==> config.mk <==
export PLATFORM = sky130hd
export DESIGN_NAME = sadc_core
export DESIGN_NICKNAME = d
export VERILOG_FILES = /design/src/rtl/sadc_pkg.sv /design/src/rtl/sadc_cfg_reg.sv /design/src/rtl/sadc_conv_ctrl.sv /design/src/rtl/sadc_readout.sv /design/src/rtl/sadc_core.sv
export SDC_FILE = /design/constraint.sdc
export NUM_CORES = 1
export LEC_CHECK = 0
export ABC_AREA = 1
export ABC_CLOCK_PERIOD_IN_PS = 5450
export CORE_MARGIN = 2
export CORE_UTILIZATION = 60
export DETAILED_ROUTE_END_ITERATION = 7
export HOLD_SLACK_MARGIN = 0.15
export PLACE_DENSITY_LB_ADDON = 0.1
export SLEW_MARGIN = 20
export SYNTH_ARGS = -nofsm -noshare
export SYNTH_HDL_FRONTEND = slang
export SYNTH_SLANG_ARGS = --single-unit
==> constraint.sdc <==
create_clock -name clk -period 5.45 [get_ports clk]
set_input_delay 0.8175 -clock clk [delete_from_list [all_inputs] [get_ports clk]]
set_output_delay 0.8175 -clock clk [all_outputs]
set_load 0.005 [all_outputs]
==> src/rtl/sadc_pkg.sv <==
package sadc_pkg;

  localparam int SMP_W = 16;

  typedef struct packed {
    logic ref_ext;
    logic fmt_twos;
    logic rsvd;
    logic auto_acq;
  } sadc_cfg_t;

  // Stand-in for the converter array: a deterministic code per conversion and channel
  function automatic logic [SMP_W-1:0] stub_sample(input logic [15:0] conv_no,
                                                   input logic [7:0]  chan);
    logic [15:0] mix;
    mix = conv_no * 16'h1357 + {8'h00, chan} * 16'h0F0F;
    return SMP_W'(mix ^ 16'hA5A5);
  endfunction

  // Offset binary to two's complement is an MSB flip
  function automatic logic [SMP_W-1:0] apply_format(input logic [SMP_W-1:0] raw,
                                                    input logic twos);
    return twos ? {~raw[SMP_W-1], raw[SMP_W-2:0]} : raw;
  endfunction

endpackage

==> src/rtl/sadc_cfg_reg.sv <==
module sadc_cfg_reg
  import sadc_pkg::*;
(
  input  logic       clk,
  input  logic       rst,
  input  logic       cs_n,
  input  logic       wr_n,
  input  logic [3:0] wr_data,
  output sadc_cfg_t  cfg
);

  logic       wr_open_q;
  logic [3:0] shadow_q;
  sadc_cfg_t  cfg_q;

  wire wr_open   = !cs_n && !wr_n;
  wire wr_commit = wr_open_q && wr_n;

  always_ff @(posedge clk) begin
    if (rst) begin
      wr_open_q <= 1'b0;
      shadow_q  <= '0;
      cfg_q     <= '0;
    end else begin
      wr_open_q <= wr_open;
      if (wr_open) shadow_q <= wr_data;
      if (wr_commit) cfg_q <= sadc_cfg_t'(shadow_q);
    end
  end

  assign cfg = cfg_q;

  // reset leaves the configuration at zero
  p_cfg_reset_r1: assert property (@(posedge clk) rst |=> cfg_q == '0);
  // no rising write strobe after an open write, no change
  p_cfg_hold_r1: assert property (@(posedge clk) disable iff (rst)
    !(wr_open_q && wr_n) |=> $stable(cfg_q));

endmodule

==> src/rtl/sadc_conv_ctrl.sv <==
module sadc_conv_ctrl #(
  parameter int CONV_LAT = 20,
  parameter int IDX_W    = 16
) (
  input  logic             clk,
  input  logic             rst,
  input  logic             convst,
  input  logic             auto_acq,
  output logic             busy,
  output logic             done,
  output logic             acq,
  output logic [IDX_W-1:0] conv_idx
);

  localparam int CNT_W = (CONV_LAT > 2) ? $clog2(CONV_LAT) : 1;
  localparam logic [CNT_W-1:0] CNT_LAST = CNT_W'(CONV_LAT - 1);

  logic             convst_q;
  logic             busy_q;
  logic [CNT_W-1:0] cnt_q;
  logic [IDX_W-1:0] idx_q;

  wire start_edge = convst && !convst_q;
  wire start      = start_edge && !busy_q;
  wire finish     = busy_q && (cnt_q == CNT_LAST);

  always_ff @(posedge clk) begin
    if (rst) begin
      convst_q <= 1'b1;
      busy_q   <= 1'b0;
      cnt_q    <= '0;
      idx_q    <= '0;
    end else begin
      convst_q <= convst;
      if (busy_q) begin
        if (finish) begin
          busy_q <= 1'b0;
          idx_q  <= idx_q + 1'b1;
        end else begin
          cnt_q <= cnt_q + 1'b1;
        end
      end else if (start) begin
        busy_q <= 1'b1;
        cnt_q  <= '0;
      end
    end
  end

  always_comb begin
    if (busy_q)        acq = 1'b0;
    else if (auto_acq) acq = 1'b1;
    else               acq = !convst;
  end

  assign busy     = busy_q;
  assign done     = finish;
  assign conv_idx = idx_q;

  // a conversion starts its count at zero
  p_start_count_r7: assert property (@(posedge clk) disable iff (rst)
    $rose(busy_q) |-> cnt_q == '0);
  // a running conversion keeps counting up regardless of convst
  p_no_restart_r8: assert property (@(posedge clk) disable iff (rst)
    (busy_q && cnt_q != CNT_LAST) |=> (busy_q && cnt_q == $past(cnt_q) + 1'b1));
  // completion is a single-cycle event followed by idle
  p_done_once_r7: assert property (@(posedge clk) disable iff (rst)
    finish |=> (!busy_q && !finish));
  // never tracking while converting
  p_acq_excl_r6: assert property (@(posedge clk) disable iff (rst)
    busy_q |-> !acq);

endmodule

==> src/rtl/sadc_readout.sv <==
module sadc_readout
  import sadc_pkg::*;
#(
  parameter int NUM_CH = 8,
  parameter int IDX_W  = 16
) (
  input  logic             clk,
  input  logic             rst,
  input  logic             cs_n,
  input  logic             rd_n,
  input  logic             conv_done,
  input  logic [IDX_W-1:0] conv_idx,
  input  logic             fmt_twos,
  output logic [SMP_W-1:0] dout,
  output logic             dout_en
);

  localparam int PTR_W = (NUM_CH > 2) ? $clog2(NUM_CH) : 1;
  localparam logic [PTR_W-1:0] PTR_LAST = PTR_W'(NUM_CH - 1);

  logic [SMP_W-1:0] result_q [NUM_CH];
  logic [PTR_W-1:0] ptr_q;
  logic             rd_open_q;

  wire rd_open = !cs_n && !rd_n;
  wire rd_end  = rd_open_q && !rd_open;

  for (genvar ch = 0; ch < NUM_CH; ch++) begin : g_chan
    always_ff @(posedge clk) begin
      if (rst) result_q[ch] <= '0;
      else if (conv_done) result_q[ch] <= stub_sample(16'(conv_idx), 8'(ch));
    end
  end

  always_ff @(posedge clk) begin
    if (rst) begin
      ptr_q     <= '0;
      rd_open_q <= 1'b0;
    end else begin
      rd_open_q <= rd_open;
      if (conv_done)   ptr_q <= '0;
      else if (rd_end) ptr_q <= (ptr_q == PTR_LAST) ? '0 : ptr_q + 1'b1;
    end
  end

  assign dout_en = rd_open;
  assign dout    = apply_format(result_q[ptr_q], fmt_twos);

  // completion brings the pointer to channel 0
  p_ptr_reset_r11: assert property (@(posedge clk) disable iff (rst)
    conv_done |=> ptr_q == '0);
  // the pointer only moves when a read period closes or a conversion ends
  p_ptr_hold_r10: assert property (@(posedge clk) disable iff (rst)
    !(rd_end || conv_done) |=> $stable(ptr_q));
  // the pointer stays within the channel range
  p_ptr_range_r10: assert property (@(posedge clk) disable iff (rst)
    ptr_q <= PTR_LAST);

endmodule

==> src/rtl/sadc_core.sv <==
module sadc_core
  import sadc_pkg::*;
#(
  parameter int NUM_CH   = 8,
  parameter int CONV_LAT = 20,
  parameter int IDX_W    = 16
) (
  input  logic             clk,
  input  logic             rst,
  input  logic             cs_n,
  input  logic             wr_n,
  input  logic             rd_n,
  input  logic             convst,
  input  logic [SMP_W-1:0] din,
  output logic [SMP_W-1:0] dout,
  output logic             dout_en,
  output logic             eoc,
  output logic             acq,
  output logic             ref_ext
);

  sadc_cfg_t        cfg;
  logic             conv_busy;
  logic             conv_done;
  logic [IDX_W-1:0] conv_idx;

  sadc_cfg_reg u_cfg (
    .clk     (clk),
    .rst     (rst),
    .cs_n    (cs_n),
    .wr_n    (wr_n),
    .wr_data (din[3:0]),
    .cfg     (cfg)
  );

  sadc_conv_ctrl #(
    .CONV_LAT (CONV_LAT),
    .IDX_W    (IDX_W)
  ) u_conv (
    .clk      (clk),
    .rst      (rst),
    .convst   (convst),
    .auto_acq (cfg.auto_acq),
    .busy     (conv_busy),
    .done     (conv_done),
    .acq      (acq),
    .conv_idx (conv_idx)
  );

  sadc_readout #(
    .NUM_CH (NUM_CH),
    .IDX_W  (IDX_W)
  ) u_rd (
    .clk       (clk),
    .rst       (rst),
    .cs_n      (cs_n),
    .rd_n      (rd_n),
    .conv_done (conv_done),
    .conv_idx  (conv_idx),
    .fmt_twos  (cfg.fmt_twos),
    .dout      (dout),
    .dout_en   (dout_en)
  );

  assign eoc     = conv_busy;
  assign ref_ext = cfg.ref_ext;

  // the bus is never driven while chip select is high
  p_bus_release_r9: assert property (@(posedge clk) disable iff (rst)
    cs_n |-> !dout_en);

endmodule

Yosys cells after proc, flatten, opt, wreduce, memory -nomap -nowiden
Memories as Yosys holds them, arrays and structs flattened. A register that Yosys moved wholly into a read port is not among the register bits.
Cells that the tools add are included.
- register bits: 35
- latch bits: 0
- memory bits (writable): 128
- bits in read-only memories: 0
- bits of input ports: 22
- output and inout port bits: 20
- memories kept: 1
- $add $sub $neg: 10
- multipliers: 1
- div/mod/pow operators: 0
- order comparisons: 0
- equality and inequality tests: 3
- shifts and indexed selects: 0
- muxes and demuxes: 25
- bitwise gates (word level): 17
- reduce and logical (&&, ||, !) cells: 18
- memories (name ; words ; width ; rd ports ; clocked after Yosys merged registers in ; write ports ; line ; RTL):
    u_rd.result_q ; 8 ; 16 ; 1 ; 1 ; 8 ; sadc_readout.sv:21 ; logic [SMP_W-1:0] result_q [NUM_CH];
- operator list (operator ; number):
    $mux W16 ; 9
    $not A8 Y8 ; 8
    $add A16 B15 Y16 const B ; 3
    $add A16 B14 Y16 const B ; 2
    $add A16 B1 Y16 const B ; 1
    $add A16 B12 Y16 const B ; 1
    $add A16 B13 Y16 const B ; 1
    $mul A16 B13 Y16 const B ; 1
    $mux W5 ; 3
    $mux W1 ; 10
    $mux W3 ; 3
    $or A1 B1 Y1 ; 8
    $logic_and A1 B1 Y1 ; 7
    $logic_not A1 Y1 ; 7
    $add A5 B1 Y5 const B ; 1
    $eq A5 B5 Y1 const B ; 1
    $reduce_and A2 Y1 ; 2
    $add A3 B1 Y3 const B ; 1
    $eq A3 B3 Y1 const B ; 1
    $ne A2 B2 Y1 const B ; 1
    $reduce_bool A2 Y1 ; 1
    $reduce_or A2 Y1 ; 1
    $not A1 Y1 ; 1

Logic depth before layout (Yosys ltp)
Gate-level depths: netlist of run 1.
- word-level depth: 6
- mapped depth: 27

By module
A second synthesis of run 1 with hierarchy kept.
- cells, all modules: 1414
- area total of the unflattened synthesis: 11235.8 um2
- modules (own cells, without submodules) (module ; instances ; cells an instance ; area each (um2)):
    sadc_readout ; 1 ; 1202 ; 9725.6
    sadc_conv_ctrl ; 1 ; 167 ; 1181.1
    sadc_cfg_reg ; 1 ; 45 ; 329.1

Worst setup path before layout of run 1
Ideal clock, no wire load.
- path kind: reg-to-reg
- from: register u_conv.idx_q[0] (netlist: u_conv.conv_idx[0])
- to: memory u_rd.result_q[1][13] (data pin)
- arrival time: 4296 ps
- required time: 5195 ps
- setup slack: 899 ps
- stages on the path, launching flop included: 22
- path buffers: 1
- clock period less this slack: 4551 ps
- path through: dfxtp_1 -> ha_1 -> inv_1 -> fa_1 -> inv_1 -> ha_1 -> fa_1 -> inv_1 -> fa_1 -> inv_1 -> ha_1 -> nand2_1 -> inv_1 -> a21oi_1 -> nand2_1 -> nand2_1 -> nand2_4 -> inv_1 -> buf_2 -> nand2_1 -> o21ai_0 -> inv_1
- RTL lines (item ; line ; RTL):
    start, declared ; sadc_conv_ctrl.sv:21 ; logic [IDX_W-1:0] idx_q;
    start signal, assigned ; sadc_conv_ctrl.sv:38 ; idx_q <= idx_q + 1'b1;
    end, declared ; sadc_readout.sv:21 ;

==> results of run 1 <==
Yosys cell counts, drive strengths merged:
cell type,instances
clkinv,3
edfxtp,118
buf,19
a21oi,80
xor2,16
fa,40
nor3,13
a31oi,17
or2,2
nand4,11
nand3,47
nor2,239
a21o,4
nand3b,2
a211oi,4
nand2,237
o21ai,121
o22ai,17
nor4,1
ha,78
o21a,6
inv,199
o211ai,1
clkbuf,32
dfxtp,37
o21bai,2
xnor2,8
routing by layer:
metal	GRT usage [%]	routed length, um	share of wire [%]	up-vias
met5	0	0	0	-
met4	8.67	526	2.2	0
met3	3.61	1110	4.5	39
met2	44.9	12100	49	240
met1	35.4	10700	44	4077
li1	-	-	-	4445
cell type report:
type | count | area, um2
inverters | 202 | 761
clock inverters | 15 | 154
flip-flops and latches | 155 | 4290
fillers | 1476 | 5940
multi-input cells | 946 | 5700
clock buffers | 17 | 425
well taps | 229 | 287
repair buffers | 43 | 405
per-stage QoR:
step / area [um2] / cells
5_1_grt: 12000 / 1607
3_3_place_gp: 11400 / 1575
4_1_cts: 12000 / 1607
6_report: 12000 / 1607
3_5_place_dp: 11400 / 1575
2_1_floorplan: 11000 / 1354
kinds of logic after synthesis:
kind of cell,Yosys count
xor gates and xnor gates,24
adders and majority gates,118
buffers and inverters,253
DFF,155
AOI/OAI and AO/OA,252
and+or+nand+nor,552
where the power goes:
part / total (mW) / internal [mW] / switching, mW
Clock: 1.17 / 0.644 / 0.530
Sequential: 1.31 / 1.30 / 0.0101
Combinational: 0.111 / 0.0450 / 0.0656
Total: 2.59 / 1.99 / 0.605
worst paths after layout:
| check | startpoint | endpoint | slack (ns) | cells past startpoint |
|---|---|---|---|---|
| setup / recovery | u_conv.conv_idx[8]$_SDFFE_PP0P_ | u_rd.result_q[2][15]$_SDFFCE_PN0P_ | 0.33 | 22 |
| hold / removal | u_cfg.cfg[3]$_SDFFE_PP0P_ | u_cfg.cfg[3]$_SDFFE_PP0P_ | 0.49 | 2 |
| setup reg to reg | u_conv.conv_idx[8]$_SDFFE_PP0P_ | u_rd.result_q[2][15]$_SDFFCE_PN0P_ | 0.33 | 22 |
| hold reg to reg | u_cfg.cfg[3]$_SDFFE_PP0P_ | u_cfg.cfg[3]$_SDFFE_PP0P_ | 0.49 | 2 |
sequential cells by signal, indices dropped and copies added (netlist names), named ones only:
signal / flops
u_rd.rd_open_q: 1
u_conv.conv_idx: 16
u_cfg.shadow_q: 3
u_conv.convst_q: 1
u_rd.result_q: 118
u_cfg.cfg: 3
u_cfg.wr_open_q: 1
u_rd.ptr_q: 3
u_conv.cnt_q: 5
u_conv.busy: 1
critical path, delay by kind of cell (launching register included):
family | cells | cell delay (ns)
AO/OA/AOI/OAI | 1 | 0.21
adder cells (fa/ha/maj) | 6 | 2.67
buffers and inverters | 4 | 0.24
flip-flops | 1 | 0.48
AND/OR/NAND/NOR | 11 | 1.28
placed cells by master (no fill, tap or decap), types with 28 or more instances in the layout:
cell                                n
sky130_fd_sc_hd__nand3_1           41
sky130_fd_sc_hd__ha_1              78
sky130_fd_sc_hd__clkdlybuf4s50_1   28
sky130_fd_sc_hd__edfxtp_1         118
sky130_fd_sc_hd__a21oi_1           79
sky130_fd_sc_hd__inv_1            190
sky130_fd_sc_hd__dfxtp_1           34
sky130_fd_sc_hd__fa_1              40
sky130_fd_sc_hd__nor2_1           228
sky130_fd_sc_hd__nand2_1          218
sky130_fd_sc_hd__o21ai_0          113
==> results list, run 1 <==
- The run finished with clean final reports.
- The final count of pins violating max slew came to 0.
* RD Place Congestion: 0.955
- Sum of internal, switching and leakage power: 2.59 mW
- Kind of path behind the tightest hold check: flip-flop to flip-flop
- The initial antenna violation count is 0.
- Counting flops and latches in the post-synthesis netlist gives 155.
- Average routed wire per standard cell: 15.2 um
- Kind of start point of the critical path: flip-flop
- Highest cell delay on the worst timing path: 0.54 ns
* Largest cells by area after synthesis: sky130_fd_sc_hd__edfxtp_1 (32%), sky130_fd_sc_hd__ha_1 (8.9%), sky130_fd_sc_hd__nor2_1 (7.8%)
- Setup repair after global routing left no endpoint under its margin.
* DRC violation count after routing: 0
- Simple-gate area share of the yosys netlist: 21.2%
- The tool flagged a number of max-cap violations equal to 0.
- For the worst setup path, the data arrival time is 5.30 ns.
- After technology mapping, the gate count stands at 1354.
* Synth unique cells: 44
* Number of diodes: 0
* Final clock period utilization by the worst path: 94.0%
* Setup slack after layout: 0.325 ns
- Summing the areas of all compound-gate instances in the mapped netlist gives 12.4% of the synthesized area.
* Worst-case clock skew: 0.0111 ns
- Slowest-stage cell, CP: sky130_fd_sc_hd__fa_1
- In this run the tightest slew margin relative to its limit is 40.0%.
- Global router's overall resource usage: 26.5%
- Mean cell area of the mapped netlist: 8.11 um2
- Global-route wire length before repair: 41.6 mm
- Clock root cell: sky130_fd_sc_hd__clkbuf_16
- For this run, the top clock speed supported by timing is 195 MHz.
* Count of input and output buffers: 28
- In this run the worst path has a maximum fanout of 14.
- Via count of the first global-routing pass: 8568
- Worst VDD drop: 0.000226 V
- Half-perimeter wire length after detailed placement: 17.2 mm
- Using the TritonRoute via totals, the vias-per-cell ratio works out to 5.48.
* Sequential fraction of the synthesis area: 39.0%
- Critical path class: flip-flop to flip-flop
* Clock-pin slew of the registers on the worst-case setup and hold paths: 0.07 ns
- Yosys printed 0 warnings.
- Summed over all layers, the global routing overflow is 0.
* Top cell type's share of synthesized area: 32.3%
- Combinational family with the most area after synthesis: simple AND/OR/NAND/NOR gates
* Most used cell, CP: sky130_fd_sc_hd__nand2_1
- The analysis attributes to cell leakage a power of 5.78 nW.
* Clock Sink Count: 155
- Slew at the pin closest to its max-slew limit: 0.895 ns
- Worst Hold Slack: 0.487 ns
- TritonCTS Buffers: 17
- The net count of the finished layout is 1505.
- Post-synthesis to final-layout area growth: 9.46%
* Pin count of the biggest net entering global routing: 75
- Clock latency on the worst-skew pair, taken at its later pin, is 0.43 ns.
* Antenna-violating nets left: 0
* Hold-fix buffers at CTS: 0
- Tmin final: 5.12 ns
- The H-tree was split into 4 levels.
* Final core utilization: 66.9%
- Drt first-iter violations: 613
- Gates resized during post-CTS repair numbered 0.
- Post-synth top area cell: sky130_fd_sc_hd__edfxtp_1
* Maximum root-to-sink buffer count: 2
* Die Footprint: 19400 um2
* Buffers inserted by post-CTS timing repair: 0
* Synthesized-area fraction occupied by adder cells: 16.2%
* Setup tns final: 0 ns
- Final Hold Violating Endpoints: 0
* Nets in the synthesized netlist: 1494
* CTS tree: built
- Number of failing setup endpoints in the final timing report: 0
- Summing the areas of all xor and xnor instances in the mapped netlist gives 2.05% of the synthesized area.
- Cells with a size suffix above 1 make up 7.47% of the layout.
- Prior to clock tree synthesis, the placed netlist has a worst setup slack of 0.268 ns.
* Detailed-router iteration count before antenna repair: 5
- Initial core utilization: 61.1%
- The floorplan step defined a core boundary enclosing 18000 um2.
- Walking the worst path, the cells encountered are ha_1 -> fa_1 -> fa_1 -> inv_1 -> fa_1 -> fa_1 -> inv_1 -> ha_1 -> nand2_1 -> inv_1 -> a21oi_1 -> nand2_1 -> nand2_1 -> nand2_2 -> nand2_1 -> inv_1 -> nand3_1 -> nand2_1 -> nor2_1 -> nand2_1 -> nand2_1 -> nor2_1.
* Portion of netlist area occupied by mux cells: 0%
- Measured along the y axis, the die boundary spans 139 um.
- Area of the mapped netlist: 11000 um2
- The final layout contains routed wiring with a total length of 24.4 mm.
- At the worst endpoint, the required time is 5.63 ns.
- The die is 139 um wide.
- For this design the ratio of total power to cell area is 216 nW/um2.
* Routed vias: 8801
- After floorplanning, the core was divided into 49 placement rows.
* Kind of capture point of the worst setup path: flip-flop
- Number of primary I/O pins: 42
Note: power is estimated with default switching activity, not from simulation.
==> run 2: changes to the inputs <==
Settings changed: CORE_ASPECT_RATIO set to 0.9, GPL_TIMING_DRIVEN set to 0.
==> results list, run 2 (synthesis results as in run 1) <==
- Status: finished clean
- DRC violation count after routing: 0 (unchanged)
- Kind of path behind the tightest hold check: flip-flop to flip-flop
* Clock-pin slew of the registers on the worst-case setup and hold paths: 0.07 ns (about the same)
* Buffers inserted by post-CTS timing repair: 0 (unchanged)
- The final-report hold violation count is 0 (unchanged).
- Setup repair after global routing missed its margin: no
- The fraction of final layout cells sized beyond drive strength 1 was 7.35% (-0.12 points).
- The global-route wire length before repair is 46.8 mm (+13%).
- The clock insertion delay at the later pin of the skew report was 0.44 ns (about the same).
- The largest stage delay on the critical path came to 0.56 ns (+0.02 ns).
- The number of max-cap violations was 0 (unchanged).
- The total core area is 17800 um2 (-1.0%).
* Endpoint of the worst-slack reg-to-reg timing path: u_rd.result_q[3][15]$_SDFFCE_PN0P_
- Global router's overall resource usage: 31.1% (+4.6 points)
- Count of input and output buffers: 28 (unchanged)
* Worst-case clock skew: 0.0118 ns (+0.000693 ns)
* Met3 wire length: 2.86 mm (+160%)
* Slew at the pin closest to its max-slew limit: 0.893 ns (-0.00150 ns)
- The clock net sink count is 155 (unchanged).
- The detailed-route wire length per cell came to 17.4 um (+14%).
* Clock root cell: sky130_fd_sc_hd__clkbuf_16
- Total Wirelength: 28.8 mm (+18%)
* Pin count of the biggest net entering global routing: 77 (+2.7%)
* Critical path data required time: 5.64 ns (about the same)
- The number of setup violations in the final report came to 0 (unchanged).
- RD Place Congestion: 0.918 (-3.8%)
* Routed vias: 9365 (+6.4%)
- Via count of the first global-routing pass: 8857 (+3.4%)
* Rows: 46 (-6.1%)
- The die outline width is 147 um (+5.3%).
- The leakage power of the design came to 5.82 nW (+0.81%).
- By startpoint and endpoint, the worst setup path is classified as flip-flop to flip-flop.
* Post-synthesis to final-layout area growth: 10.9%
* Total power divided by cell area: 214 nW/um2 (-0.83%)
* Tmin final: 5.14 ns (+0.0203 ns)
- The cell total after placement was 1623 (+3.0%).
* DR vias/cell: 5.66 (+3.3%)
- Hold Path Sink: u_conv.cnt_q[1]$_SDFFE_PP0P_
* Number of antenna violations at the first check in global routing: 0 (unchanged)
- Start point of the worst min-delay path: u_conv.cnt_q[1]$_SDFFE_PP0P_
* Number of flip-flops in the largest register: 118 (unchanged)
* Setup tns final: 0 ns (unchanged)
* Maximum operating frequency: 194 MHz (-0.40%)
* Slack of the worst reg-to-reg path: 0.31 ns (-0.02 ns)
* DR top layer: met4
- The worst supply voltage drop on vdd is 0.000219 V (-3.2%).
- STA classifies the critical path endpoint as a flip-flop.
- Top library cells by usage in the layout, fill and taps aside: sky130_fd_sc_hd__nor2_1 (229), sky130_fd_sc_hd__nand2_1 (218), sky130_fd_sc_hd__inv_1 (190)
- The count of antenna-violating nets left after detailed routing is 0 (unchanged).
* Worst hold path cell count: 2 (unchanged)
- Total number of nets in the final design: 1542 (+2.5%)
- The worst slew slack as a fraction of its limit is 40.4% (+0.47 points).
- The worst-case clock buffer depth came to 2 (unchanged).
* Slowest-stage cell, CP: sky130_fd_sc_hd__fa_1
* Met1 routed wirelength after detailed routing: 12.7 mm (+19%)
- Leading cell type in the layout, fill and taps excluded: sky130_fd_sc_hd__nor2_1
- The worst reg2reg path depth is 22 (unchanged).
- Layout fillers: 1448 (-1.9%)
- Final cell count without fillers: 1655 (+3.0%)
- Instance area after placement: 11600 um2 (+1.5%)
* Initial core utilization: 61.8% (+0.62 points)
* Met2 routed wirelength: 12.4 mm (+3.2%)
- Floorplan die height: 132 um (-5.0%)
* Kind of start point of the critical path: flip-flop
- The number of H-tree levels came to 4 (unchanged).
- The peak fanout along the critical path is 10 (-4).
- The data arrival time at the worst-slack endpoint came to 5.34 ns (+0.04 ns).
- Series of cell instances along the critical path: ha_1 -> fa_1 -> fa_1 -> inv_1 -> fa_1 -> fa_1 -> inv_1 -> ha_1 -> nand2_1 -> nor2_1 -> nand2_1 -> nand3_2 -> nand2_1 -> nand2_2 -> buf_6 -> nand2_2 -> nor2_1 -> nand2_1 -> nand3_2 -> nand3_1 -> nand2_1 -> nor2_1
* CTS tree: built
- Most flops, register: u_rd.result_q
* Die Footprint: 19400 um2 (about the same)
- The final count of pins violating max slew was 0 (unchanged).
* Half-perimeter wire length after detailed placement: 21.0 mm (+22%)
* TritonCTS Buffers: 17 (unchanged)
- Final clock period utilization by the worst path: 94.4% (+0.37 points)
- The residual overflow from global routing was 0 (unchanged).
* Number of diodes: 0 (unchanged)
- Number of primary I/O pins: 42 (unchanged)
- Post-route design area: 12200 um2 (+1.3%)
* Reg2Reg Launch Point: u_conv.conv_idx[8]$_SDFFE_PP0P_
- The most numerous cell type found on the critical path is sky130_fd_sc_hd__nand2_1.
* Drt first-iter violations: 1148 (+87%)
- The length of the first detailed-routing pass in iterations came to 6 (+1).
==> run 2: cell count changes in the layout (fill, tap and decap cells not counted), moves of 2 or more <==
cell,delta
sky130_fd_sc_hd__buf_2,+6
sky130_fd_sc_hd__buf_6,+6
sky130_fd_sc_hd__buf_1,+5
sky130_fd_sc_hd__buf_4,-12
sky130_fd_sc_hd__clkbuf_1,+31
sky130_fd_sc_hd__clkinv_4,+2
==> run 2: critical path: cells and delay by family (launching register included) <==
family	cells	cell delay, ns
buffers and inverters	3	0.26
and+or+nand+nor	13	1.39
DFF	1	0.50
adders and majority gates	6	2.74
==> run 2: timing repair <==
item,CTS,global route
gates resized for setup,0,6
setup endpoints to repair,0,15
hold buffers,0,0
==> run 2: how the worst max path moves through the flow <==
| stage | start | endpoint | slack [ns] |
|---|---|---|---|
| after global placement | rst | u_rd.result_q[1][1]$_SDFFCE_PN0P_ | 0.14 |
| after detailed placement | u_conv.conv_idx[0]$_SDFFE_PP0P_ | u_rd.result_q[3][15]$_SDFFCE_PN0P_ | 0.23 |
| final | u_conv.conv_idx[8]$_SDFFE_PP0P_ | u_rd.result_q[3][15]$_SDFFCE_PN0P_ | 0.31 |
| after global routing | u_conv.conv_idx[8]$_SDFFE_PP0P_ | u_rd.result_q[1][14]$_SDFFCE_PN0P_ | 0.008 |
| after floorplan | u_conv.conv_idx[0]$_SDFFE_PP0P_ | u_rd.result_q[1][13]$_SDFFCE_PN0P_ | 0.90 |
| after CTS | u_conv.conv_idx[0]$_SDFFE_PP0P_ | u_rd.result_q[3][15]$_SDFFCE_PN0P_ | 0.17 |
==> run 2: stage by stage <==
stage	hold WS (ns)	power [mW]	setup slack (ns)	util, %
after global placement	0.465	1.46	0.142	65.0
after floorplan	0.448	1.40	0.899	-
final	0.481	2.61	0.305	68.5
after CTS	0.486	2.60	0.166	68.4
after detailed placement	0.475	1.46	0.226	65.2
after global routing	0.512	2.66	0.00837	68.5
==> run 2: layout make-up <==
cell class              instances  area, um2  share of cell area, %
repair buffers                 29        308                   2.53
plain buffers                  51        253                   2.08
clock inverters                15        139                   1.14
flip-flops and latches        155       4290                   35.2
inverters                     202        763                   6.27
well taps                     240        300                   2.47
multi-input cells             946       5700                   46.8
clock buffers                  17        425                   3.49
==> run 2: metal layers <==
layer	GRT usage [%]	up-vias
li1	-	4513
met2	46.1	453
met3	6.54	70
met1	45.6	4329
met4	10.6	0
met5	0	-
==> run 2: power by group <==
group | switching, mW | internal [mW]
Clock | 0.539 | 0.635
Combinational | 0.0749 | 0.0466
Sequential | 0.0109 | 1.30
Total | 0.625 | 1.98
==> run 3: changes to the inputs <==
Settings changed: ABC_CLOCK_PERIOD_IN_PS 5450 to unset.
==> results of run 3 <==
The final DEF is identical to that of run 2; final timing and power are the same.
